===== src/rtl/dbg_ack_pkg.sv =====
package dbg_ack_pkg;

    typedef enum logic [2:0] {
        ST_IDLE      = 3'd0,
        ST_WAIT_MIN  = 3'd1,
        ST_WAIT_DONE = 3'd2,
        ST_ACK_LOW   = 3'd3,
        ST_SPEEDUP   = 3'd4,
        ST_RELEASE   = 3'd5
    } ack_state_e;

    localparam logic [2:0] STAT_OK      = 3'b000;
    localparam logic [2:0] STAT_DROPPED = 3'b001;

endpackage


===== src/rtl/dbg_ack_sync.sv =====
module dbg_ack_sync #(
    parameter int WIDTH  = 2,
    parameter int STAGES = 2
) (
    input  logic             clk,
    input  logic             rst_n,
    input  logic [WIDTH-1:0] async_in,
    output logic [WIDTH-1:0] rise
);
    // chain[0..STAGES-1] are the synchronizer flops, chain[STAGES] keeps history for edge detection
    logic [STAGES:0][WIDTH-1:0] chain_d, chain_q;

    always_comb begin
        chain_d[0] = async_in;
        for (int i = 1; i <= STAGES; i++) begin
            chain_d[i] = chain_q[i-1];
        end
    end

    always_ff @(posedge clk or negedge rst_n) begin
        if (!rst_n) chain_q <= '0;
        else        chain_q <= chain_d;
    end

    assign rise = chain_q[STAGES-1] & ~chain_q[STAGES];

    // a synchronized edge event lasts a single cycle
    single_rise_chk: assert property (@(posedge clk) disable iff (!rst_n)
        (rise != '0) |=> ((rise & $past(rise)) == '0));

endmodule


===== src/rtl/dbg_ack_seq.sv =====
module dbg_ack_seq
    import dbg_ack_pkg::*;
#(
    parameter int MIN_GAP = 32,
    parameter int LOW_CYC = 16,
    parameter int SPD_CYC = 1
) (
    input  logic       clk,
    input  logic       rst_n,
    input  logic       hs_en,
    input  logic       cmd_end,
    input  logic       done_evt,
    input  logic       stop_evt,
    output ack_state_e state,
    output logic [2:0] status,
    output logic       overrun
);
    localparam int MAXC  = (MIN_GAP > LOW_CYC) ? ((MIN_GAP > SPD_CYC) ? MIN_GAP : SPD_CYC)
                                               : ((LOW_CYC > SPD_CYC) ? LOW_CYC : SPD_CYC);
    localparam int CNT_W = $clog2(MAXC + 1);
    localparam logic [CNT_W-1:0] GAP_LAST = CNT_W'(MIN_GAP - 2);
    localparam logic [CNT_W-1:0] LOW_LAST = CNT_W'(LOW_CYC - 1);
    localparam logic [CNT_W-1:0] SPD_LAST = CNT_W'(SPD_CYC - 1);

    typedef struct packed {
        ack_state_e       state;
        logic [CNT_W-1:0] cnt;
        logic             seen;
        logic [2:0]       status;
        logic             overrun;
    } seq_regs_t;

    seq_regs_t cur_q, nxt_d;

    always_comb begin
        nxt_d = cur_q;
        if (cur_q.state != ST_IDLE && cmd_end) nxt_d.overrun = 1'b1;
        case (cur_q.state)
            ST_IDLE: begin
                if (done_evt) nxt_d.status = STAT_OK;
                if (cmd_end && hs_en) begin
                    nxt_d.state = ST_WAIT_MIN;
                    nxt_d.cnt   = '0;
                    nxt_d.seen  = 1'b0;
                end
            end
            ST_WAIT_MIN: begin
                if (done_evt) begin
                    nxt_d.seen   = 1'b1;
                    nxt_d.status = STAT_OK;
                end
                if (stop_evt && !done_evt && !cur_q.seen) begin
                    nxt_d.state  = ST_IDLE;
                    nxt_d.status = STAT_DROPPED;
                end else if (cur_q.cnt == GAP_LAST) begin
                    nxt_d.cnt   = '0;
                    nxt_d.state = (cur_q.seen || done_evt) ? ST_ACK_LOW : ST_WAIT_DONE;
                end else begin
                    nxt_d.cnt = cur_q.cnt + 1'b1;
                end
            end
            ST_WAIT_DONE: begin
                if (done_evt) begin
                    nxt_d.state  = ST_ACK_LOW;
                    nxt_d.cnt    = '0;
                    nxt_d.status = STAT_OK;
                end else if (stop_evt) begin
                    nxt_d.state  = ST_IDLE;
                    nxt_d.status = STAT_DROPPED;
                end
            end
            ST_ACK_LOW: begin
                if (cur_q.cnt == LOW_LAST) begin
                    nxt_d.state = ST_SPEEDUP;
                    nxt_d.cnt   = '0;
                end else begin
                    nxt_d.cnt = cur_q.cnt + 1'b1;
                end
            end
            ST_SPEEDUP: begin
                if (cur_q.cnt == SPD_LAST) begin
                    nxt_d.state = ST_RELEASE;
                    nxt_d.cnt   = '0;
                end else begin
                    nxt_d.cnt = cur_q.cnt + 1'b1;
                end
            end
            ST_RELEASE: nxt_d.state = ST_IDLE;
            default:    nxt_d.state = ST_IDLE;
        endcase
    end

    always_ff @(posedge clk or negedge rst_n) begin
        if (!rst_n) begin
            cur_q.state   <= ST_IDLE;
            cur_q.cnt     <= '0;
            cur_q.seen    <= 1'b0;
            cur_q.status  <= STAT_OK;
            cur_q.overrun <= 1'b0;
        end else begin
            cur_q <= nxt_d;
        end
    end

    assign state   = cur_q.state;
    assign status  = cur_q.status;
    assign overrun = cur_q.overrun;


    low_hold_chk: assert property (@(posedge clk) disable iff (!rst_n)
        (cur_q.state == ST_ACK_LOW && cur_q.cnt != LOW_LAST) |=> cur_q.state == ST_ACK_LOW);


    min_gap_chk: assert property (@(posedge clk) disable iff (!rst_n)
        (cur_q.state == ST_WAIT_MIN && cur_q.cnt != GAP_LAST && !stop_evt) |=> cur_q.state == ST_WAIT_MIN);


    stop_drop_chk: assert property (@(posedge clk) disable iff (!rst_n)
        (cur_q.state == ST_WAIT_DONE && stop_evt && !done_evt)
        |=> (cur_q.state == ST_IDLE && cur_q.status == STAT_DROPPED));


    sticky_drop_chk: assert property (@(posedge clk) disable iff (!rst_n)
        (cur_q.status == STAT_DROPPED && !done_evt) |=> cur_q.status == STAT_DROPPED);


    release_once_chk: assert property (@(posedge clk) disable iff (!rst_n)
        cur_q.state == ST_RELEASE |=> cur_q.state == ST_IDLE);


    overrun_set_chk: assert property (@(posedge clk) disable iff (!rst_n)
        (cur_q.state != ST_IDLE && cmd_end) |=> (cur_q.overrun && $stable(cur_q.state) || cur_q.overrun));

endmodule


===== src/rtl/dbg_ack_drive.sv =====
module dbg_ack_drive
    import dbg_ack_pkg::*;
(
    input  logic       clk,
    input  logic       rst_n,
    input  ack_state_e state,
    output logic       pin_oe,
    output logic       pin_out,
    output logic       ack_done
);
    assign pin_oe   = (state == ST_ACK_LOW) || (state == ST_SPEEDUP);
    assign pin_out  = (state == ST_SPEEDUP);
    assign ack_done = (state == ST_RELEASE);

    // the speedup drive is one cycle and is followed by release
    spd_release_chk: assert property (@(posedge clk) disable iff (!rst_n)
        (pin_oe && pin_out) |=> (!pin_oe && ack_done));

    // ack_done is a single-cycle flag
    ack_single_chk: assert property (@(posedge clk) disable iff (!rst_n)
        ack_done |=> !ack_done);

endmodule


===== src/rtl/dbg_ack_pulser.sv =====
module dbg_ack_pulser
    import dbg_ack_pkg::*;
#(
    parameter int MIN_GAP     = 32,
    parameter int LOW_CYC     = 16,
    parameter int SPD_CYC     = 1,
    parameter int SYNC_STAGES = 2
) (
    input  logic       clk,
    input  logic       rst_n,
    input  logic       hs_en,
    input  logic       cmd_end,
    input  logic       core_done,
    input  logic       core_stop,
    output logic       pin_oe,
    output logic       pin_out,
    output logic       ack_done,
    output logic [2:0] status,
    output logic       overrun
);
    logic [1:0] rise;
    ack_state_e state;

    dbg_ack_sync #(.WIDTH(2), .STAGES(SYNC_STAGES)) u_sync (
        .clk      (clk),
        .rst_n    (rst_n),
        .async_in ({core_stop, core_done}),
        .rise     (rise)
    );

    dbg_ack_seq #(.MIN_GAP(MIN_GAP), .LOW_CYC(LOW_CYC), .SPD_CYC(SPD_CYC)) u_seq (
        .clk      (clk),
        .rst_n    (rst_n),
        .hs_en    (hs_en),
        .cmd_end  (cmd_end),
        .done_evt (rise[0]),
        .stop_evt (rise[1]),
        .state    (state),
        .status   (status),
        .overrun  (overrun)
    );

    dbg_ack_drive u_drive (
        .clk      (clk),
        .rst_n    (rst_n),
        .state    (state),
        .pin_oe   (pin_oe),
        .pin_out  (pin_out),
        .ack_done (ack_done)
    );

    // with the handshake disabled an idle block never starts driving
    hs_off_chk: assert property (@(posedge clk) disable iff (!rst_n)
        (!pin_oe && !hs_en && !ack_done && state == ST_IDLE) |=> !pin_oe);

endmodule


===== config.mk =====
export PLATFORM = sky130hd
export DESIGN_NAME = dbg_ack_pulser
export DESIGN_NICKNAME = d
export VERILOG_FILES = /design/src/rtl/dbg_ack_pkg.sv /design/src/rtl/dbg_ack_sync.sv /design/src/rtl/dbg_ack_seq.sv /design/src/rtl/dbg_ack_drive.sv /design/src/rtl/dbg_ack_pulser.sv
export SDC_FILE = /design/constraint.sdc
export NUM_CORES = 1
export LEC_CHECK = 0
export BUFFER_PORTS_ARGS = -buffer_cell sky130_fd_sc_hd__buf_2
export CAP_MARGIN = 20
export CORE_ASPECT_RATIO = 0.75
export CORE_MARGIN = 1.5
export CORE_UTILIZATION = 35
export CTS_CLUSTER_DIAMETER = 50
export DETAILED_ROUTE_END_ITERATION = 6
export GPL_TIMING_DRIVEN = 0
export PLACE_DENSITY = 0.57
export SLEW_MARGIN = 20
export SYNTH_ARGS = -nofsm -noshare
export SYNTH_HDL_FRONTEND = slang
export SYNTH_SLANG_ARGS = --single-unit

===== constraint.sdc =====
create_clock -name clk -period 2.02 [get_ports clk]
set_input_delay 0.202 -clock clk [delete_from_list [all_inputs] [get_ports clk]]
set_output_delay 0.202 -clock clk [all_outputs]
set_load 0.1 [all_outputs]

==> flow_summary.yaml, run 1 <==
worst_setup_path:
  worst-setup-path-type: "reg2out"
  r2r_setup_slack_ns: 0.15
  reg2reg_depth: 7
  crit_path_end_kind: "primary output"
  path_cells: "buf_6 > dlygate4sd1_1 > nor3_4 > buf_2"
  slowest_delay_ns: 0.44
  cp_max_fo: 10
  required_ns: 1.82
  reg2reg_to: "u_seq.state[1]"
  cp.buffers_inverters: 3
  start_kind: "register"
  critPathTopFamily: "buffers and inverters"
  slowest_stage: "buf_2"
  arrival_ns: 1.71
  reg2reg_from: "u_seq.cur_q[5]"
clock_tree:
  clk_path_buf_depth: 2
  cts.sinks: 18
  postCtsSetupRepairBufs: 0
  path_clk_slew_ns: 0.07
  cts_tree: "done"
  cts-root-buf: "clkbuf_8"
  numCtsBuffers: 3
  worstSkewPairLatency_ns: 0.25
  cts.htree.levels: 1
pwr:
  peakVddDrop_mv: 0.734
  combPwrFrac: 0.600
  pwr-share-clk: 0.147
  seqPwrFrac: 0.254
  switching_share: 0.484
  p_switching_w: 0.000985
  p_leak_nw: 0.569
  pwr_density_cell_nw_per_um2: 1600
  power.total_w: 0.00203
  power.internal_w: 0.00105
routing:
  viasPerCell: 5.15
  vias: 814
  ant_nets: 0
  drc_errors: 0
  wire_per_inst_um: 13.6
  first_iter_violations: 22
  finalWirelength_um: 2150
  first_pass_iters: 4
sta:
  max_clock_freq_mhz: 524
  hold_viol_final: 0
  timing.hold.ws_ns: 0.0508
  rsz0062_at_grt: "false"
  fin_crit_sh: 0.945
  fin_skew_ns: 0.00198
  min_period_ns: 1.91
  timing.final.ws_setup_ns: 0.111
  slew_viol_final: 0
  final-setup-viol-count: 0
synth:
  async_flop_share: 1.00
  netlist_instances: 104
  synth.distinct_cells: 47
  syn_area_per_cell_um2: 10.5
  ys_seq_area_frac: 0.414
  synth_edf_count: 0
  ys_top_cells_by_count: "dfrtp_1 (18), nor2_1 (9), o21ai_1 (5)"
  yosysTopAreaCell: "dfrtp_1"
  ys_ff_latch: 18
  synth.most_common_cell: "dfrtp_1"
  synth_warnings: 0
  syn-cell-area_um2: 1090
  synthTopCellsByArea: "dfrtp_1 (41%), ha_1 (3.5%), nor2_1 (3.1%), buf_4 (2.8%), a22o_1 (2.4%)"
  synth_top_cell_area_share: 0.414
  synth_top_flop_cell: "dfrtp_1"
global_route:
  use_met1: 0.187
  grt_antenna_before_repair: 0
  track_usage: 0.141
  overflow: 0
  global_route.usage.met2: 0.200
  busiest_layer: "met2"
  met3_usage: 0.0308
  first_global_vias: 773
  grt_max_degree: 19
  grt_first_pass_wirelength_um: 3530
cells_and_area:
  antenna_cells: 0
  drive_above_1_share: 0.292
  fin_util: 0.431
  fillers: 284
  layout-area-overhead-vs-synth_pct: 17.1
  final_cells: 158
  nets: 130
floorplanning:
  initial_utilization: 0.368
  core-area_um2: 2960
  design.die.area_um2: 3450
  chipWidth_um: 67.4
  die_h_um: 51.3
  io_pins: 13
  num_rows: 17
placed_design:
  place_hpwl_um: 1580
  placed_cells: 153
  dp_slack_ns: 0.173
  gp_congestion: 0.930
  port_buffers: 10
outcome:
  status: "completed"
min_path:
  whs_path_depth: 1
  min_from: "core_stop"
  min_to: "u_sync.chain_d[3]"
  hp-class: "in2reg"
job:
  max_cap_viol_count: 0
sequential cells by signal, indices dropped and copies added, names as in the netlist:
| signal | count |
|---|---|
| u_sync.chain_d | 4 |
| u_seq.state | 3 |
| u_seq.cur_q | 7 |
| u_sync.chain_q | 2 |
| u_seq.status | 1 |
| u_seq.overrun | 1 |
routing by layer:
| layer | up-vias | part of all wire | routed length, µm |
|---|---|---|---|
| li1 | 404 | - | - |
| met1 | 377 | 0.50 | 1080 |
| met2 | 28 | 0.42 | 905 |
| met3 | 5 | 0.048 | 102 |
| met4 | 0 | 0.026 | 55 |
| met5 | - | 0 | 0 |
stage by stage:
step / TNS, ns / area (µm²)
6_report: 0 / 1270
5_1_grt: 0 / 1270
4_1_cts: 0 / 1270
3_5_place_dp: 0 / 1210
3_3_place_gp: 0 / 1210
2_1_floorplan: -0.704 / 1110
layout by cell type (no fill, tap or decap), types with 2 or more instances in the layout:
master and n:
conb_1 2, o21ai_1 5, nor2_2 3, a21oi_1 4, o31ai_1 2, o21ai_0 3
nor2_1 7, inv_1 4, nor3_1 2, and3_1 3, dfrtp_1 18, nand2_1 3
a21o_1 2, ha_1 3, nand3_1 3, a22o_1 3, buf_4 5, buf_2 10
clkbuf_8 4, nand2b_1 3
worst reg2reg max path, stage by stage (launching register included):
cell and delay [ns]:
dfrtp_1 0.42, inv_1 0.13, ha_1 0.18, nand4bb_1 0.10, o21a_2 0.25, and3b_1 0.21
nor2_2 0.13, mux2_1 0.34
worst max path at each step:
stage,startpoint,to,cells past startpoint
after floorplan,u_seq.state[1],u_seq.cur_q[7],6
after global placement,u_seq.cur_q[5],u_seq.state[1],7
after detailed placement,u_seq.cur_q[5],u_seq.state[1],7
after CTS,u_seq.state[1],ack_done,4
after global routing,u_seq.state[1],ack_done,4
final,u_seq.state[1],ack_done,4
what timing repair did:
| action | in CTS | in global routing |
|---|---|---|
| setup endpoints to repair | 1 | 0 |
| gates resized for setup | 1 | 0 |
| hold endpoints to repair | 18 | 0 |
| hold buffers | 1 | 0 |
power groups by stage:
stage | logic (W) | clock network, W | registers, W
global placement | 0.00120 | 0 | 0.000517
floorplan | 0.00103 | 0 | 0.000502
global route | 0.00131 | 0.000323 | 0.000527
detailed placement | 0.00120 | 0 | 0.000522
finish | 0.00122 | 0.000298 | 0.000516
CTS | 0.00122 | 0.000308 | 0.000515
final cells by class:
type                    instances  area, µm²  share of cell area
plain buffers                   7       55.1              0.0432
clock buffers                   4       55.1              0.0432
inverters                       4       15.0              0.0118
multi-input cells              76        588               0.462
flip-flops and latches         18        450               0.354
well taps                      38       47.5              0.0373
repair buffers                 11       62.6              0.0491
kinds of logic (layout without fill, tap and decap cells):
family | after synthesis | after routing | synth area share
DFF | 18 | 18 | 0.414
adders and majority gates | 3 | 3 | 0.0345
AOI/OAI and AO/OA | 33 | 33 | 0.243
muxes | 2 | 2 | 0.0207
other | 1 | 2 | 0.00345
buffers and inverters | 11 | 26 | 0.0644
and+or+nand+nor | 36 | 36 | 0.220
Note: power is estimated with default switching activity, not from simulation.
==> run 2: changes to the inputs <==
--- a/config.mk
+++ b/config.mk
@@ -13,6 +13,7 @@
 export CTS_CLUSTER_DIAMETER = 50
 export DETAILED_ROUTE_END_ITERATION = 6
 export GPL_TIMING_DRIVEN = 0
+export MAX_ROUTING_LAYER = met4
 export PLACE_DENSITY = 0.57
 export SLEW_MARGIN = 20
 export SYNTH_ARGS = -nofsm -noshare
==> run 2 against run 1 <==
Core utilization unchanged. Routed wire length down 0.37%. Non-clock buffer count unchanged. Fmax about the same. Combinational power about the same. Final cell count unchanged. Highest routed layer unchanged. Die area unchanged. Sequential cell count unchanged. Sequential share of layout area unchanged. Count of clock-buffer cells in the layout unchanged. Total power about the same. Worst hold slack worse by 0.00084 ns.
==> flow_summary.yaml, run 2 (synthesis gave the netlist of run 1 again) <==
outcome:
  status: "completed"
sta:
  setup_tns_ns: 0
  rsz0062_at_grt: "false"
  max_clock_freq_mhz: 524
  slew_viol_final: 0
  final-setup-viol-count: 0
  fin_crit_sh: 0.945
  timing.final.ws_setup_ns: 0.110
  min_period_ns: 1.91
  fin_skew_ns: 0.00173
  hold_viol_final: 0
worst_setup_path:
  required_ns: 1.82
  start_kind: "register"
  crit_path_end: "ack_done"
  worstSetupPathDepth: 4
  reg2reg_depth: 7
  arrival_ns: 1.71
  cp_max_fo: 10
  crit_path_end_kind: "primary output"
  worst-setup-path-type: "reg2out"
  path_cells: "buf_6 > dlygate4sd1_1 > nor3_4 > buf_2"
  critPathTopFamily: "buffers and inverters"
  reg2reg_to: "u_seq.state[1]"
  cp.buffers_inverters: 3
  critPathLaunch: "u_seq.state[1]"
  reg2reg_from: "u_seq.cur_q[5]"
  slowest_delay_ns: 0.44
  r2r_setup_slack_ns: 0.15
  slowest_stage: "buf_2"
pwr:
  peakVddDrop_mv: 0.735
  p_leak_nw: 0.569
  pwr_density_cell_nw_per_um2: 1600
cells_and_area:
  largest_reg_flops: 7
  fillers: 284
  drive_above_1_share: 0.292
  largest_register: "u_seq.cur_q"
  fin_util: 0.431
  final_common_cell: "dfrtp_1"
  nets: 130
  final_cell_mix: "dfrtp_1 (18), buf_2 (10), nor2_1 (7), buf_4 (5), o21ai_1 (5)"
  design_area_um2: 1270
  final_cells: 158
  regArea_um2: 450
  antenna_cells: 0
  multi_input_area_um2: 588
  layout-area-overhead-vs-synth_pct: 17.1
placed_design:
  place_area_um2: 1210
  gp_congestion: 0.947
  port_buffers: 10
  dp_slack_ns: 0.173
  place_hpwl_um: 1580
  placed_cells: 153
global_route:
  grt_antenna_before_repair: 0
  overflow: 0
  grt_first_pass_wirelength_um: 3530
  track_usage: 0.145
  grt_max_degree: 19
  first_global_vias: 773
clock_tree:
  cts-root-buf: "clkbuf_8"
  path_clk_slew_ns: 0.07
  cts_tree: "done"
  numCtsBuffers: 3
  worstSkewPairLatency_ns: 0.26
  postCtsSetupRepairBufs: 0
  cts.htree.levels: 1
  cts.sinks: 18
  clk_path_buf_depth: 2
routing:
  first_iter_violations: 22
  vias: 812
  drc_errors: 0
  viasPerCell: 5.14
  wire_per_inst_um: 13.5
  first_pass_iters: 4
  finalWirelength_um: 2140
  ant_nets: 0
job:
  max_cap_viol_count: 0
floorplanning:
  num_rows: 17
  chipWidth_um: 67.4
  design.die.area_um2: 3450
  io_pins: 13
  initial_utilization: 0.368
  die_h_um: 51.3
  core-area_um2: 2960
min_path:
  whs_path_depth: 1
  hp-class: "in2reg"
## run 2: area by class of cell
cell class,count,area share
multi-input combinational,76,0.462
sequential,18,0.354
timing repair buffer,11,0.0491
clock buffer,4,0.0432
buffer,7,0.0432
tap,38,0.0373
inverter,4,0.0118
## run 2: worst min path at each step
| stage | start | to | slack, ns |
|---|---|---|---|
| after detailed placement | rst_n | u_sync.chain_d[2] | 0.15 |
| final | core_stop | u_sync.chain_d[3] | 0.05 |
| after global placement | rst_n | u_sync.chain_d[2] | 0.15 |
| after global routing | core_stop | u_sync.chain_d[3] | 0.04 |
| after CTS | core_stop | u_sync.chain_d[3] | 0.04 |
| after floorplan | rst_n | u_seq.cur_q[10] | -0.09 |
## run 2: timing repair
item / CTS / global route
hold buffers: 1 / 0
resized for setup: 1 / 0
hold endpoints to repair: 18 / 0
endpoints found under the setup margin: 1 / 0
## run 2: per-layer routing
| layer | vias to the layer above | global-route usage | part of all wire |
|---|---|---|---|
| met1 | 380 | 0.187 | 0.51 |
| met2 | 22 | 0.200 | 0.42 |
| met4 | 0 | 0.102 | 0.025 |
| met3 | 5 | 0.0308 | 0.036 |
| li1 | 405 | - | - |
| met5 | - | - | 0 |
## run 2: power breakdown
group	switching (W)	internal [W]
clock	0.000126	0.000173
sequential	0.0000732	0.000442
combinational	0.000786	0.000433
total	0.000984	0.00105
## run 2: through the flow
step                hold slack [ns]  power (W)
finish                       0.0500    0.00203
global route                 0.0365    0.00216
CTS                          0.0443    0.00204
detailed placement            0.152    0.00172
global placement              0.148    0.00171
floorplan                   -0.0936    0.00153
==> run 3: changes to the inputs <==
--- a/config.mk
+++ b/config.mk
@@ -7,14 +7,15 @@
 export LEC_CHECK = 0
 export BUFFER_PORTS_ARGS = -buffer_cell sky130_fd_sc_hd__buf_2
 export CAP_MARGIN = 20
-export CORE_ASPECT_RATIO = 0.75
+export CELL_PAD_IN_SITES_DETAIL_PLACEMENT = 1
+export CELL_PAD_IN_SITES_GLOBAL_PLACEMENT = 1
 export CORE_MARGIN = 1.5
 export CORE_UTILIZATION = 35
 export CTS_CLUSTER_DIAMETER = 50
 export DETAILED_ROUTE_END_ITERATION = 6
 export GPL_TIMING_DRIVEN = 0
 export MAX_ROUTING_LAYER = met4
-export PLACE_DENSITY = 0.57
+export PLACE_DENSITY = 0.62
 export SLEW_MARGIN = 20
 export SYNTH_ARGS = -nofsm -noshare
 export SYNTH_HDL_FRONTEND = slang
==> run 3 against run 2 <==
Count of clock-buffer cells in the layout stayed put. Core utilization shrank 1.4 points. Non-clock buffer count is the same. First-iteration DRC count is 18% lower. Sequential power barely moved. Fmax grew 2.4%. Highest routed layer unchanged.
==> flow_summary.yaml, run 3 (synthesis gave the netlist of run 1 again) <==
cells_and_area:
  antenna_cells: 0
  design_area_um2: 1250
  final_cell_mix: "dfrtp_1 (18), buf_2 (9), nor2_1 (7), buf_4 (5), o21ai_1 (5)"
  drive_above_1_share: 0.292
  final_common_cell: "dfrtp_1"
  layout-area-overhead-vs-synth_pct: 15.2
  nets: 130
  regArea_um2: 450
  fillers: 334
  largest_reg_flops: 7
  largest_register: "u_seq.cur_q"
  multi_input_area_um2: 588
worst_setup_path:
  start_kind: "register"
  crit_path_end_kind: "register"
  required_ns: 2.22
  arrival_ns: 2.06
  cp_max_fo: 4
  worst-setup-path-type: "reg2reg"
  r2r_setup_slack_ns: 0.15
placed_design:
  port_buffers: 10
  place_hpwl_um: 1870
  gp_congestion: 0.740
  place_area_um2: 1200
sta:
  hold_viol_final: 0
  setup_tns_ns: 0
  max_clock_freq_mhz: 536
  fin_crit_sh: 0.924
  fin_skew_ns: 0.0104
  final-setup-viol-count: 0
  slew_viol_final: 0
  timing.hold.ws_ns: 0.0149
  rsz0062_at_grt: "false"
  min_period_ns: 1.87
routing:
  ant_nets: 0
  vias: 836
  viasPerCell: 5.46
  first_iter_violations: 18
  dr_wl_met2_um: 1310
  top_layer: "met4"
  finalWirelength_um: 2450
  m1WireLength_um: 1070
  first_pass_iters: 4
  wl_met3_um: 55
  wire_per_inst_um: 16.0
  drc_errors: 0
clock_tree:
  path_clk_slew_ns: 0.11
  cts.htree.levels: 1
  numCtsBuffers: 3
  postCtsSetupRepairBufs: 0
  cts_tree: "done"
  cts-root-buf: "clkbuf_4"
  clk_path_buf_depth: 2
  worstSkewPairLatency_ns: 0.30
  cts.sinks: 18
floorplanning:
  num_rows: 20
  design.die.area_um2: 3450
  initial_utilization: 0.362
  chipWidth_um: 58.7
  die_h_um: 58.7
  io_pins: 13
  core-area_um2: 3000
global_route:
  first_global_vias: 910
  grt_first_pass_wirelength_um: 4340
  overflow: 0
  track_usage: 0.173
  grt_antenna_before_repair: 0
  grt_max_degree: 19
outcome:
  status: "completed"
pwr:
  pwr-share-clk: 0.116
  p_leak_nw: 0.558
  power.total_w: 0.00198
  pwr_density_cell_nw_per_um2: 1580
  power.internal_w: 0.000981
  switching_share: 0.506
  peakVddDrop_mv: 0.493
  seqPwrFrac: 0.259
  combPwrFrac: 0.625
  p_switching_w: 0.00100
job:
  max_cap_viol_count: 0
min_path:
  hp-class: "in2reg"
## run 3: power by group through the flow
stage / logic (W) / clock network [W] / registers, W
floorplan: 0.00103 / 0 / 0.000502
global placement: 0.00121 / 0 / 0.000517
detailed placement: 0.00125 / 0 / 0.000522
CTS: 0.00127 / 0.000241 / 0.000514
global route: 0.00135 / 0.000251 / 0.000527
finish: 0.00124 / 0.000229 / 0.000514
## run 3: timing repair
item,in CTS,in global routing
setup endpoints to repair,1,2
gates resized for setup,1,1
hold endpoints to repair,19,0
hold buffers,2,0
## run 3: worst paths after layout
path,from,endpoint,depth (start not counted)
setup / recovery,u_seq.cur_q[5],u_seq.state[1],7
hold / removal,core_done,u_sync.chain_d[2],1
setup reg to reg,u_seq.cur_q[5],u_seq.state[1],7
hold reg to reg,u_sync.chain_d[3],u_sync.chain_d[5],0
max in group asynchronous,rst_n,u_sync.chain_d[3],2
min in group asynchronous,rst_n,u_seq.state[0],2
## run 3: area by class of cell
| type | count | area share |
|---|---|---|
| buffer | 6 | 0.0370 |
| clock buffer | 4 | 0.0290 |
| inverter | 4 | 0.0120 |
| multi-input combinational | 76 | 0.470 |
| sequential | 18 | 0.360 |
| tap | 33 | 0.0330 |
| timing repair buffer | 12 | 0.0599 |
## run 3: per-layer routing
metal / vias up / global-route usage
met4: 0 / 0.0682
met2: 8 / 0.295
met1: 419 / 0.208
met3: 2 / 0.0198
li1: 407 / -
met5: - / -
## run 3: critical path, stage by stage, from the launching register on
cell and delay [ns]:
dfrtp_1 0.42, inv_1 0.13, ha_1 0.16, nor3b_2 0.30, and3_1 0.22, o21ai_2 0.08, nor2_2 0.14, mux2_1 0.33
## run 3: through the flow
stage | utilization | instances | setup slack, ns
5_1_grt | 0.417 | 153 | 0.0383
3_5_place_dp | 0.400 | 148 | 0.138
6_report | 0.417 | 153 | 0.154
4_1_cts | 0.419 | 154 | 0.0116
2_1_floorplan | - | 105 | -0.142
3_3_place_gp | 0.400 | 148 | 0.198
